--- config.mk ---
export PLATFORM = sky130hd
export DESIGN_NAME = port_ctl_reg
export DESIGN_NICKNAME = d
export VERILOG_FILES = /design/src/rtl/pctl_pkg.sv /design/src/rtl/pctl_wr_decode.sv /design/src/rtl/pctl_cfg_bits.sv /design/src/rtl/pctl_seq.sv /design/src/rtl/port_ctl_reg.sv
export SDC_FILE = /design/constraint.sdc
export NUM_CORES = 1
export LEC_CHECK = 0
export ABC_AREA = 1
export BUFFER_PORTS_ARGS = -buffer_cell sky130_fd_sc_hd__buf_4
export CAP_MARGIN = 20
export CELL_PAD_IN_SITES_DETAIL_PLACEMENT = 0
export CELL_PAD_IN_SITES_GLOBAL_PLACEMENT = 1
export CORE_MARGIN = 2
export CORE_UTILIZATION = 27
export DETAILED_ROUTE_END_ITERATION = 6
export HOLD_SLACK_MARGIN = 0.15
export PLACE_DENSITY = 0.94
export RECOVER_POWER = 100
export SYNTH_ARGS = -nofsm -noshare
export SYNTH_HDL_FRONTEND = slang
export SYNTH_SLANG_ARGS = --single-unit
--- constraint.sdc ---
create_clock -name clk -period 2.6 [get_ports clk]
set_clock_uncertainty 0.1 [all_clocks]
set_input_delay 0.13 -clock clk [delete_from_list [all_inputs] [get_ports clk]]
set_output_delay 0.13 -clock clk [all_outputs]
set_load 0.02 [all_outputs]
--- src/rtl/pctl_pkg.sv ---
package pctl_pkg;

    localparam int WORD_W = 32;

    localparam int B_PRST  = 0;
    localparam int B_DRST  = 1;
    localparam int B_INIT  = 2;
    localparam int B_WOC   = 3;
    localparam int B_CMD16 = 5;
    localparam int B_MRES  = 6;
    localparam int B_ACT32 = 10;
    localparam int B_MEN   = 13;
    localparam int B_RDY   = 31;

    localparam logic [WORD_W-1:0] CFG_MASK =
        (WORD_W'(1) << B_WOC)   | (WORD_W'(1) << B_CMD16) |
        (WORD_W'(1) << B_MRES)  | (WORD_W'(1) << B_ACT32) |
        (WORD_W'(1) << B_MEN);

    localparam logic [WORD_W-1:0] LIVE_MASK =
        CFG_MASK | (WORD_W'(1) << B_PRST) | (WORD_W'(1) << B_DRST) |
        (WORD_W'(1) << B_INIT) | (WORD_W'(1) << B_RDY);

    typedef enum logic [1:0] {
        ST_HELD  = 2'd0,
        ST_IDLE  = 2'd1,
        ST_INIT  = 2'd2,
        ST_READY = 2'd3
    } pctl_state_e;

endpackage

--- src/rtl/pctl_wr_decode.sv ---
module pctl_wr_decode
    import pctl_pkg::*;
#(
    parameter int ADDR_W  = 3,
    parameter int SET_OFS = 0,
    parameter int CLR_OFS = 4
) (
    input  logic              bus_wr,
    input  logic [ADDR_W-1:0] bus_addr,
    input  logic [WORD_W-1:0] bus_wdata,
    output logic [WORD_W-1:0] set_mask,
    output logic [WORD_W-1:0] clr_mask
);

    localparam logic [ADDR_W-1:0] SET_A = ADDR_W'(SET_OFS);
    localparam logic [ADDR_W-1:0] CLR_A = ADDR_W'(CLR_OFS);

    logic hit_set;
    logic hit_clr;

    always_comb begin
        hit_set = bus_wr && (bus_addr == SET_A);
        hit_clr = bus_wr && (bus_addr == CLR_A);
    end

    always_comb begin
        set_mask = hit_set ? bus_wdata : '0;
        clr_mask = hit_clr ? bus_wdata : '0;
    end

endmodule

--- src/rtl/pctl_cfg_bits.sv ---
module pctl_cfg_bits
    import pctl_pkg::*;
(
    input  logic              clk,
    input  logic              rst_n,
    input  logic [WORD_W-1:0] set_mask,
    input  logic [WORD_W-1:0] clr_mask,
    output logic [WORD_W-1:0] cfg_q
);

    logic [WORD_W-1:0] cfg_d;

    always_comb begin
        cfg_d = (cfg_q | (set_mask & CFG_MASK)) & ~(clr_mask & CFG_MASK);
    end

    always_ff @(posedge clk or negedge rst_n) begin
        if (!rst_n) begin
            cfg_q <= '0;
        end else begin
            cfg_q <= cfg_d;
        end
    end

endmodule

--- src/rtl/pctl_seq.sv ---
module pctl_seq
    import pctl_pkg::*;
#(
    parameter int INIT_CYCLES = 16
) (
    input  logic clk,
    input  logic rst_n,
    input  logic set_prst,
    input  logic clr_prst,
    input  logic set_init,
    input  logic set_drst,
    input  logic link_up,
    output logic prst_bit,
    output logic init_bit,
    output logic rdy_bit,
    output logic drst_bit
);

    localparam int CNT_W = $clog2(INIT_CYCLES + 1);
    localparam logic [CNT_W-1:0] LAST = CNT_W'(INIT_CYCLES - 1);

    pctl_state_e state_q;
    pctl_state_e state_d;
    logic [CNT_W-1:0] cnt_q;
    logic timer_done;

    always_comb begin
        timer_done = (cnt_q == LAST);
    end

    // next-state logic
    always_comb begin
        state_d = state_q;
        unique case (state_q)
            ST_HELD: begin
                if (clr_prst && !set_prst) begin
                    state_d = ST_IDLE;
                end
            end
            ST_IDLE: begin
                if (set_prst) begin
                    state_d = ST_HELD;
                end else if (set_init) begin
                    state_d = ST_INIT;
                end
            end
            ST_INIT: begin
                if (set_prst) begin
                    state_d = ST_HELD;
                end else if (timer_done) begin
                    state_d = ST_READY;
                end
            end
            ST_READY: begin
                if (set_prst) begin
                    state_d = ST_HELD;
                end else if (set_init) begin
                    state_d = ST_INIT;
                end
            end
        endcase
    end

    // state register
    always_ff @(posedge clk or negedge rst_n) begin
        if (!rst_n) begin
            state_q <= ST_HELD;
        end else begin
            state_q <= state_d;
        end
    end

    // initialisation timer
    always_ff @(posedge clk or negedge rst_n) begin
        if (!rst_n) begin
            cnt_q <= '0;
        end else if (state_q != ST_INIT) begin
            cnt_q <= '0;
        end else begin
            cnt_q <= cnt_q + 1'b1;
        end
    end

    // outputs decoded from state
    always_comb begin
        prst_bit = 1'b0;
        init_bit = 1'b0;
        rdy_bit  = 1'b0;
        unique case (state_q)
            ST_HELD:  prst_bit = 1'b1;
            ST_IDLE:  ;
            ST_INIT:  init_bit = 1'b1;
            ST_READY: rdy_bit  = 1'b1;
        endcase
    end

    // device reset flag: set wins, live link releases
    always_ff @(posedge clk or negedge rst_n) begin
        if (!rst_n) begin
            drst_bit <= 1'b0;
        end else if (set_drst) begin
            drst_bit <= 1'b1;
        end else if (link_up) begin
            drst_bit <= 1'b0;
        end
    end

endmodule

--- src/rtl/port_ctl_reg.sv ---
module port_ctl_reg
    import pctl_pkg::*;
#(
    parameter int ADDR_W      = 3,
    parameter int INIT_CYCLES = 16
) (
    input  logic              clk,
    input  logic              rst_n,
    input  logic              bus_wr,
    input  logic [ADDR_W-1:0] bus_addr,
    input  logic [31:0]       bus_wdata,
    input  logic              link_up,
    output logic [31:0]       rd_data
);

    logic [WORD_W-1:0] set_mask;
    logic [WORD_W-1:0] clr_mask;
    logic [WORD_W-1:0] cfg_q;
    logic prst_bit;
    logic init_bit;
    logic rdy_bit;
    logic drst_bit;

    pctl_wr_decode #(
        .ADDR_W  (ADDR_W),
        .SET_OFS (0),
        .CLR_OFS (4)
    ) i_dec (
        .bus_wr    (bus_wr),
        .bus_addr  (bus_addr),
        .bus_wdata (bus_wdata),
        .set_mask  (set_mask),
        .clr_mask  (clr_mask)
    );

    pctl_cfg_bits i_cfg (
        .clk      (clk),
        .rst_n    (rst_n),
        .set_mask (set_mask),
        .clr_mask (clr_mask),
        .cfg_q    (cfg_q)
    );

    pctl_seq #(
        .INIT_CYCLES (INIT_CYCLES)
    ) i_seq (
        .clk      (clk),
        .rst_n    (rst_n),
        .set_prst (set_mask[B_PRST]),
        .clr_prst (clr_mask[B_PRST]),
        .set_init (set_mask[B_INIT]),
        .set_drst (set_mask[B_DRST]),
        .link_up  (link_up),
        .prst_bit (prst_bit),
        .init_bit (init_bit),
        .rdy_bit  (rdy_bit),
        .drst_bit (drst_bit)
    );

    always_comb begin
        rd_data         = cfg_q;
        rd_data[B_PRST] = prst_bit;
        rd_data[B_DRST] = drst_bit;
        rd_data[B_INIT] = init_bit;
        rd_data[B_RDY]  = rdy_bit;
    end

endmodule

==> results.md, run 1 <==
- The run finished with clean final reports.
- Synthesis produced around 110 cells.
- The slowest stage of the critical path belongs to the cell sky130_fd_sc_hd__dlygate4sd3_1.
- The cell family contributing the most delay on the critical path is buffers and inverters.
- The delay contributed by the slowest stage of the critical path is 0.61 ns.
- The vias per cell is 3.62.
- The post-CTS resize count is 0.
- The share of synthesized area in the top cell type comes to 38.1%.
- Once detail routing completed, the nets flagged for antenna violations numbered 0.
- The post-route minimum period is between 2 and 2.5 ns.
- The biggest area contributor in the post-synthesis netlist is sky130_fd_sc_hd__dfrtp_1.
- Summing the areas of all compound-gate instances in the mapped netlist gives a little under 9% of the synthesized area.
- In the finished design, the share of the clock period the worst path needs comes to approximately nine tenths.
- The width of the die is 60.2 um.
- Global routing used about 10% of the available tracks across all layers.
- Setup repair after global routing left no endpoint under its margin.
- Summing the areas of all xor and xnor instances in the mapped netlist gives 0% of the synthesized area.
- The utilization after layout is between 30% and 40%.
- The areal power density over the cells is ~700 nW/um^2.
- The worst-case clock buffer depth is 2.
- The most numerous cell type found on the critical path is sky130_fd_sc_hd__dlygate4sd3_1.
- The total CTS buffers is 3.
- In this run the number of H-tree levels came out at 1.
- 0 antenna diodes ended up in the layout.
- In the final routed layout, each cell accounts on average for 8.72 um.
- The worst-case IR drop observed on VDD is 208 uV.
- The data arrival time of the critical path is 2.48 ns.
- In this run the static leakage power is around 0.56 nW.
- In this run the core area contains 20 standard-cell rows.
- The max-slew violation count is 0.
- At the end of routability-driven placement, the weighted congestion stood at between 0.7 and 0.8.
- Setup violations remaining at the end of the flow were counted as 0.
- In the synthesized netlist, mux cells make up 0% of the area.
- During synthesis, Yosys emitted a total of 0 warnings.
- Along the worst path, the maximum fanout reaches 4.
- The vertical die dimension is about 60 um.
- At the pin with the least slew margin, the transition time is between 0.6 and 0.7 ns.
- The clock tree from TritonCTS is done.
- The pin count of the biggest net entering global routing is 14.
- The netlist area before placement is between 800 and 900 sq um.
- The post-route cell area is 1070 sq um.
- The tightest min-delay check is of the input pin to register type.
- After the first detailed-routing iteration, the DRC count stood at 24.
- The relative area change from synthesis to final layout is 25.7%.
- The region available for standard cell placement spans 3030 sq um.
- In this run, post-CTS hold repair placed 13 buffers.
- The main combinational cell family by area after synthesis is buffers and inverters.
- In this run, distinct cell masters in the synthesized netlist total 16.
- After synthesis, the cell types taking the most area are sky130_fd_sc_hd__dfrtp_1 (38%), sky130_fd_sc_hd__buf_4 (24%), sky130_fd_sc_hd__inv_1 (7.5%).
- The kind of launch point of the worst setup path is an input pin.
- The number of placed instances, taps included, is 169.
- Wires add up to 1.62 mm.
- The number of antenna violations at the first check in global routing came to 0.
- The post-synthesis register bit count is 13.
- The I/O pin total is between 70 and 80.
- The wire length of the first global-routing pass is between 2 and 3 mm.
- The number of global-route vias before repair was between 500 and 600.
- The worst-case headroom to the max-slew limit is 57.0%.
- The clock slew at the register clock pins of the worst setup and hold paths is approximately 0.080 ns.
- For this run, the register share of the synthesized area comes to roughly two fifths.
- The first detailed-routing pass took 4 iterations.
- The floorplan step defined a die boundary enclosing around 3600 sq um.
- The residual overflow from global routing is 0.
- The placed standard-cell area is 961 sq um.
- The total vias in the final route is 673.
- For the final routed database, the setup TNS stands at 0 ns.
- The final cell count without fillers is roughly 190.
- The final hold violation count is 0.
- The tightest hold path in the finished design has a slack of between 0.15 and 0.2 ns.
- The fmax is roughly 420 MHz.
- The average footprint of a synthesized cell is between 7 and 8 sq um.
- The wire-length estimate of the detail-placed layout is 1.10 mm.
- The number of buffers and inverters on the critical path is 4.
- In this run the post-CTS setup repair buffer count came out at 0.
- The capturing element type of the critical path is a register.
- For the worst setup path, the data required time is 2.71 ns.
- Clock latency on the worst-skew pair, taken at its later pin, is approximately 0.27 ns.
- CTS saw 13 sinks.
- The number of maximum-capacitance violations is 0.
- The number of nets in the layout is around 180.
- Traced cell by cell, the critical path runs through dlygate4sd3_1 > clkbuf_1 > nor2_4 > nand3_1 > dlygate4sd3_1 > nand2_2 > nand2_1 > dlygate4sd3_1 > a21oi_1.
- The worst setup path is of the input pin to register kind.
- After detailed routing, the number of remaining DRC violations is 0.
- The root buffer cell is sky130_fd_sc_hd__clkbuf_4.
- After Yosys synthesis, and, or, nand and nor cells account for a little under a fifth of the synthesized area.
- Once the floorplan was initialized, standard cells occupied 28.2% of the core.
- The number of buffers inserted by port buffering is 23.
- Of the cells placed in the final design, the portion with a size suffix greater than 1 is about 15%.
- The area share of fa/ha/maj cells after synthesis is 2.93%.
## sequential cells by signal (all words and copies together), names as in the netlist
signal / cells
i_cfg.cfg_q: 5
i_seq.cnt_q: 5
i_seq.drst_bit: 1
i_seq.state_q: 2
## logic make-up (layout without fill, tap and decap cells)
logic type | Yosys count | after routing
buffers and inverters | 45 | 58
and+or+nand+nor | 31 | 31
AOI/OAI and AO/OA | 15 | 15
DFF | 13 | 13
adders and majority gates | 2 | 2
other | 1 | 23
## tightest hold or removal path, cell delays in order
cell and delay, ns:
sky130_fd_sc_hd__buf_4 0.09, sky130_fd_sc_hd__nor2_4 0.04, sky130_fd_sc_hd__nand2_1 0.14, sky130_fd_sc_hd__o21ai_0 0.09
## layout by cell type, fill, tap and decap left out
master / instances
sky130_fd_sc_hd__conb_1: 23
sky130_fd_sc_hd__inv_1: 17
sky130_fd_sc_hd__nand2_1: 13
sky130_fd_sc_hd__dlygate4sd3_1: 13
sky130_fd_sc_hd__dfrtp_1: 13
sky130_fd_sc_hd__o21ai_0: 12
sky130_fd_sc_hd__buf_4: 12
sky130_fd_sc_hd__clkbuf_1: 11
sky130_fd_sc_hd__nor2_1: 7
sky130_fd_sc_hd__nand3_1: 6
sky130_fd_sc_hd__clkbuf_4: 4
sky130_fd_sc_hd__a21oi_1: 3
sky130_fd_sc_hd__nor2_4: 2
sky130_fd_sc_hd__ha_1: 2
sky130_fd_sc_hd__inv_2: 1
sky130_fd_sc_hd__nor2_2: 1
sky130_fd_sc_hd__nand2_2: 1
sky130_fd_sc_hd__nand4_1: 1
## synth_stat cells
cell type / count
sky130_fd_sc_hd__o21ai_0: 12
sky130_fd_sc_hd__nand4_1: 1
sky130_fd_sc_hd__nor2_2: 1
sky130_fd_sc_hd__conb_1: 1
sky130_fd_sc_hd__buf_4: 27
sky130_fd_sc_hd__nand2_1: 12
sky130_fd_sc_hd__inv_1: 17
sky130_fd_sc_hd__nand3_1: 5
sky130_fd_sc_hd__ha_1: 2
sky130_fd_sc_hd__nand2_2: 2
sky130_fd_sc_hd__inv_2: 1
sky130_fd_sc_hd__dfrtp_1: 13
sky130_fd_sc_hd__nand3_2: 1
sky130_fd_sc_hd__a21oi_1: 3
sky130_fd_sc_hd__nor2_1: 7
sky130_fd_sc_hd__nor2_4: 2
## layer usage
layer  GRT usage (%)  share of wire [%]
met3            3.25                6.7
met2            16.0                 47
met1            11.4                 44
met5               0                  0
met4            6.67                1.9
## final timing paths
check,slack (ns),depth (start not counted),startpoint,to
worst max-delay path,0.22,9,bus_addr[2],i_seq.state_q[0]$_DFFE_PN0P_
worst min-delay path,0.16,4,bus_addr[0],i_cfg.cfg_q[13]$_DFF_PN0_
worst min register to register,0.37,1,i_seq.cnt_q[0]$_DFF_PN0_,i_seq.cnt_q[0]$_DFF_PN0_
worst max register to register,0.60,9,i_seq.cnt_q[0]$_DFF_PN0_,i_seq.state_q[0]$_DFFE_PN0P_
max in group asynchronous,1.10,3,rst_n,i_cfg.cfg_q[3]$_DFF_PN0_
min in group asynchronous,0.88,3,rst_n,i_seq.drst_bit$_DFFE_PN0P_
## layout make-up
| cell class | count | area (sq um) |
|---|---|---|
| clock buffers | 4 | 26.3 |
| multi-input cells | 71 | 333 |
| inverters | 18 | 67.6 |
| well taps | 44 | 55.1 |
| flip-flops and latches | 13 | 325 |
| fillers | 329 | 1960 |
| repair buffers | 36 | 265 |
## power breakdown
| group | switching [mW] | leakage, nW | internal [mW] | total (mW) |
|---|---|---|---|---|
| registers | 0.0325 | 0.169 | 0.249 | 0.282 |
| clock network | 0.0678 | 0.0150 | 0.0595 | 0.127 |
| logic | 0.220 | 0.374 | 0.118 | 0.338 |
| total | 0.321 | 0.558 | 0.427 | 0.747 |
## stage by stage
stage               power, mW  setup slack (ns)
floorplan               0.575              1.23
global placement        0.625              1.17
detailed placement      0.632              1.16
CTS                     0.793             0.325
global route            0.824             0.112
finish                  0.747             0.223
Power figures use the tool's default switching activity.
==> run 2, diff against run 1 <==
--- a/config.mk
+++ b/config.mk
@@ -8,7 +8,7 @@
 export ABC_AREA = 1
 export BUFFER_PORTS_ARGS = -buffer_cell sky130_fd_sc_hd__buf_4
 export CAP_MARGIN = 20
-export CELL_PAD_IN_SITES_DETAIL_PLACEMENT = 0
+export CELL_PAD_IN_SITES_DETAIL_PLACEMENT = 1
 export CELL_PAD_IN_SITES_GLOBAL_PLACEMENT = 1
 export CORE_MARGIN = 2
 export CORE_UTILIZATION = 27
==> run 2 against run 1 <==
  * Power rose by 1.0%
  * Maximum frequency is 1.3% lower
  * Wire length is 18% higher
  * Sequential power hardly changed
  * Final cell count unchanged
  * Count of clock-buffer cells in the layout stayed put
  * Sequential cell count stayed put
  * First-iteration DRC count down 38%
  * Clock power rose by 4%
  * Register-to-register slack worse by 0.03 ns
  * Die area unchanged
  * Via count is 6.7% higher
==> results.md, run 2 (same netlist as run 1, synthesis figures left out) <==
- The combinational share of power is 45.2% (about the same).
- The largest vdd supply drop is 166 uV (-20%).
- The detailed placer's ending HPWL is 1.28 mm (+17%).
- The final wirelength is 1.91 mm (+18%).
- The worst-case clock buffer depth is 2 (unchanged).
- The part of the power in registers came to 37.3% (-0.4 points).
- The number of maximum-capacitance violations is 0 (unchanged).
- In this run the most used layer during global routing was met2.
- The run finished with clean final reports.
- The worst-case headroom to the max-slew limit is 57.1% (+0.076 points).
- The largest registers in the layout are i_cfg.cfg_q: 5 flops, i_seq.cnt_q: 5 flops, i_seq.state_q: 2 flops.
- The net switching power figure was 0.331 mW (+3.1%).
- The path type of the worst min-delay path is input pin to register.
- The final cell count without fillers is 186 (unchanged).
- The final hold violation count is 0 (unchanged).
- The initial DRC count is 15 (-38%).
- The areal power density over the cells is 706 nW/um^2 (+1.3%).
- The placed standard-cell area came to 961 sq um (unchanged).
- The max-slew violation count is 0 (unchanged).
- The design internal power was 0.424 mW (-0.49%).
- The leakage power figure is 0.558 nW (about the same).
- The clock group share of total power is 17.5% (+0.5 points).
- The final number of setup-violating endpoints was 0 (unchanged).
- The worst setup path is launched from an input pin.
- The global placement routability congestion was 0.731 (unchanged).
- The number of global-route vias before repair was 692 (+18%).
- The number of nets in the layout is 184 (unchanged).
- The clock slew at the register clock pins of the worst setup and hold paths is 0.09 ns (about the same).
- The setup path with the least slack is of type input pin to register.
- The portion of the clock cycle consumed by the worst path in the final layout is 92.6% (+1.2 points).
- The total CTS buffers is 3 (unchanged).
- The detailed-routing iteration count for the pre-antenna-repair pass is 4 (unchanged).
- The final-layout setup total negative slack is 0 ns (unchanged).
- The capturing element type of the critical path is a register.
- The vias per cell was 3.86 (+6.7%).
- In the layout the commonest cells are sky130_fd_sc_hd__conb_1 (23), sky130_fd_sc_hd__inv_1 (17), sky130_fd_sc_hd__nand2_1 (14).
- The antenna diode instance count is 0 (unchanged).
- The antenna violation net count after detailed routing is 0 (unchanged).
- The detailed-route DRC error count is 0 (unchanged).
- The post-route cell area is 1070 sq um (-0.23%).
- The library cell used most frequently in the layout, excluding fill and tap cells, is sky130_fd_sc_hd__conb_1.
- The transition time of the tightest slew-check pin came to 0.641 ns (-0.00113 ns).
- The worst-case setup margin in the final layout came to 0.191 ns (-0.0316 ns).
- The total chip power is 0.755 mW (+1.0%).
- The highest net fanout along the worst path came to 4 (unchanged).
- The routing usage on met3 was 2.81% (-0.43 points).
- Setup repair after global routing left no endpoint under its margin.
- The I/O pin total is 71 (unchanged).
- The vertical die dimension is 60.2 um (unchanged).
- The placeable core region is 3030 sq um (unchanged).
- The sink count of the clock tree is 13 (unchanged).
- The post-route minimum period is 2.41 ns (+0.0316 ns).
- The width of the die is 60.2 um (unchanged).
- The maximum level of the CTS H-tree came to 1 (unchanged).
- The wire length of the first global-routing pass is 2.92 mm (+16%).
- The data arrival time of the critical path was 2.52 ns (+0.04 ns).
- The switching share of power is 43.8% (+0.86 points).
- The total vias in the final route came to 718 (+6.7%).
- The total track usage is 11.4% (+1.3 points).
- The latest clock arrival within the worst-skew pair is 0.28 ns (about the same).
- The tree is rooted in a sky130_fd_sc_hd__clkbuf_4.
- The number of buffers inserted by port buffering is 23 (unchanged).
- The met2 capacity usage during global routing is 20.0% (+4.0 points).
- The die area is 3630 sq um (unchanged).
- The average wire length per cell after detail routing came to 10.3 um (+18%).
- The number of antenna violations at the first check in global routing is 0 (unchanged).
- The pre-CTS setup slack is 1.12 ns (-0.0373 ns).
- TritonCTS built the clock tree.
- The post-CTS resize count was 0 (unchanged).
- The relative area change from synthesis to final layout is 25.4%.
- The met1 capacity usage during global routing is 11.7% (+0.28 points).
- The layout cell share with drive strength beyond 1 is 14.1% (-0.70 points).
- The cell count after placement is 169 (unchanged).
- The number of core rows came to 20 (unchanged).
- The pin count of the biggest net entering global routing is 14 (unchanged).
- The fmax is 415 MHz (-1.3%).
- The required time of the worst setup path is 2.72 ns (about the same).
- The effective utilization at floorplan came to 28.2% (unchanged).
- The residual overflow from global routing was 0 (unchanged).
[run 2: worst max-delay path: stages]
cell and delay (ns):
sky130_fd_sc_hd__dlygate4sd3_1 0.56, sky130_fd_sc_hd__clkbuf_1 0.14, sky130_fd_sc_hd__nor2_4 0.15, sky130_fd_sc_hd__nand3_1 0.12, sky130_fd_sc_hd__dlygate4sd3_1 0.59, sky130_fd_sc_hd__nand2_1 0.09, sky130_fd_sc_hd__nand2_1 0.07, sky130_fd_sc_hd__dlygate4sd3_1 0.56
sky130_fd_sc_hd__a21oi_1 0.12
[run 2: path summary, 6_finish.rpt]
path	from	to	slack (ns)	depth (start not counted)
setup reg to reg	i_seq.cnt_q[0]$_DFF_PN0_	i_seq.state_q[0]$_DFFE_PN0P_	0.57	9
hold reg to reg	i_seq.cnt_q[0]$_DFF_PN0_	i_seq.cnt_q[0]$_DFF_PN0_	0.38	1
setup / recovery	bus_addr[2]	i_seq.state_q[0]$_DFFE_PN0P_	0.19	9
max in group asynchronous	rst_n	i_cfg.cfg_q[6]$_DFF_PN0_	1.11	3
min in group asynchronous	rst_n	i_seq.state_q[0]$_DFFE_PN0P_	0.88	3
hold / removal	bus_addr[0]	i_cfg.cfg_q[13]$_DFF_PN0_	0.15	4
[run 2: power groups by stage]
stage / registers [mW] / clock network [mW] / logic (mW)
4_1_cts: 0.284 / 0.139 / 0.378
2_1_floorplan: 0.300 / 0 / 0.275
3_5_place_dp: 0.288 / 0 / 0.348
6_report: 0.282 / 0.132 / 0.341
3_3_place_gp: 0.286 / 0 / 0.339
5_1_grt: 0.289 / 0.146 / 0.394
[run 2: metal layers]
metal,part of all wire [%],vias to the layer above,wire length (um)
met5,0,-,0
met4,2.1,0,41
met3,6.7,6,128
met2,51,28,976
met1,40,336,762
li1,-,348,-
[run 2: metrics by stage]
step	hold WS [ns]	utilization [%]
CTS	0.150	36.9
floorplan	-0.266	-
finish	0.153	35.3
detailed placement	-0.108	31.7
global route	0.199	35.3
global placement	-0.115	31.7
[run 2: layout make-up]
class / count / area, sq um
Clock buffer: 4 / 26.3
Fill cell: 390 / 1960
Inverter: 18 / 67.6
Multi-Input combinational cell: 71 / 330
Sequential cell: 13 / 325
Tap cell: 44 / 55.1
Timing Repair Buffer: 36 / 265
[run 2: what timing repair did]
item                                    in CTS  in global routing
endpoints found under the setup margin       0                  0
setup buffers                                0                  0
hold buffers                                13                  0
endpoints found under the hold margin       21                  0
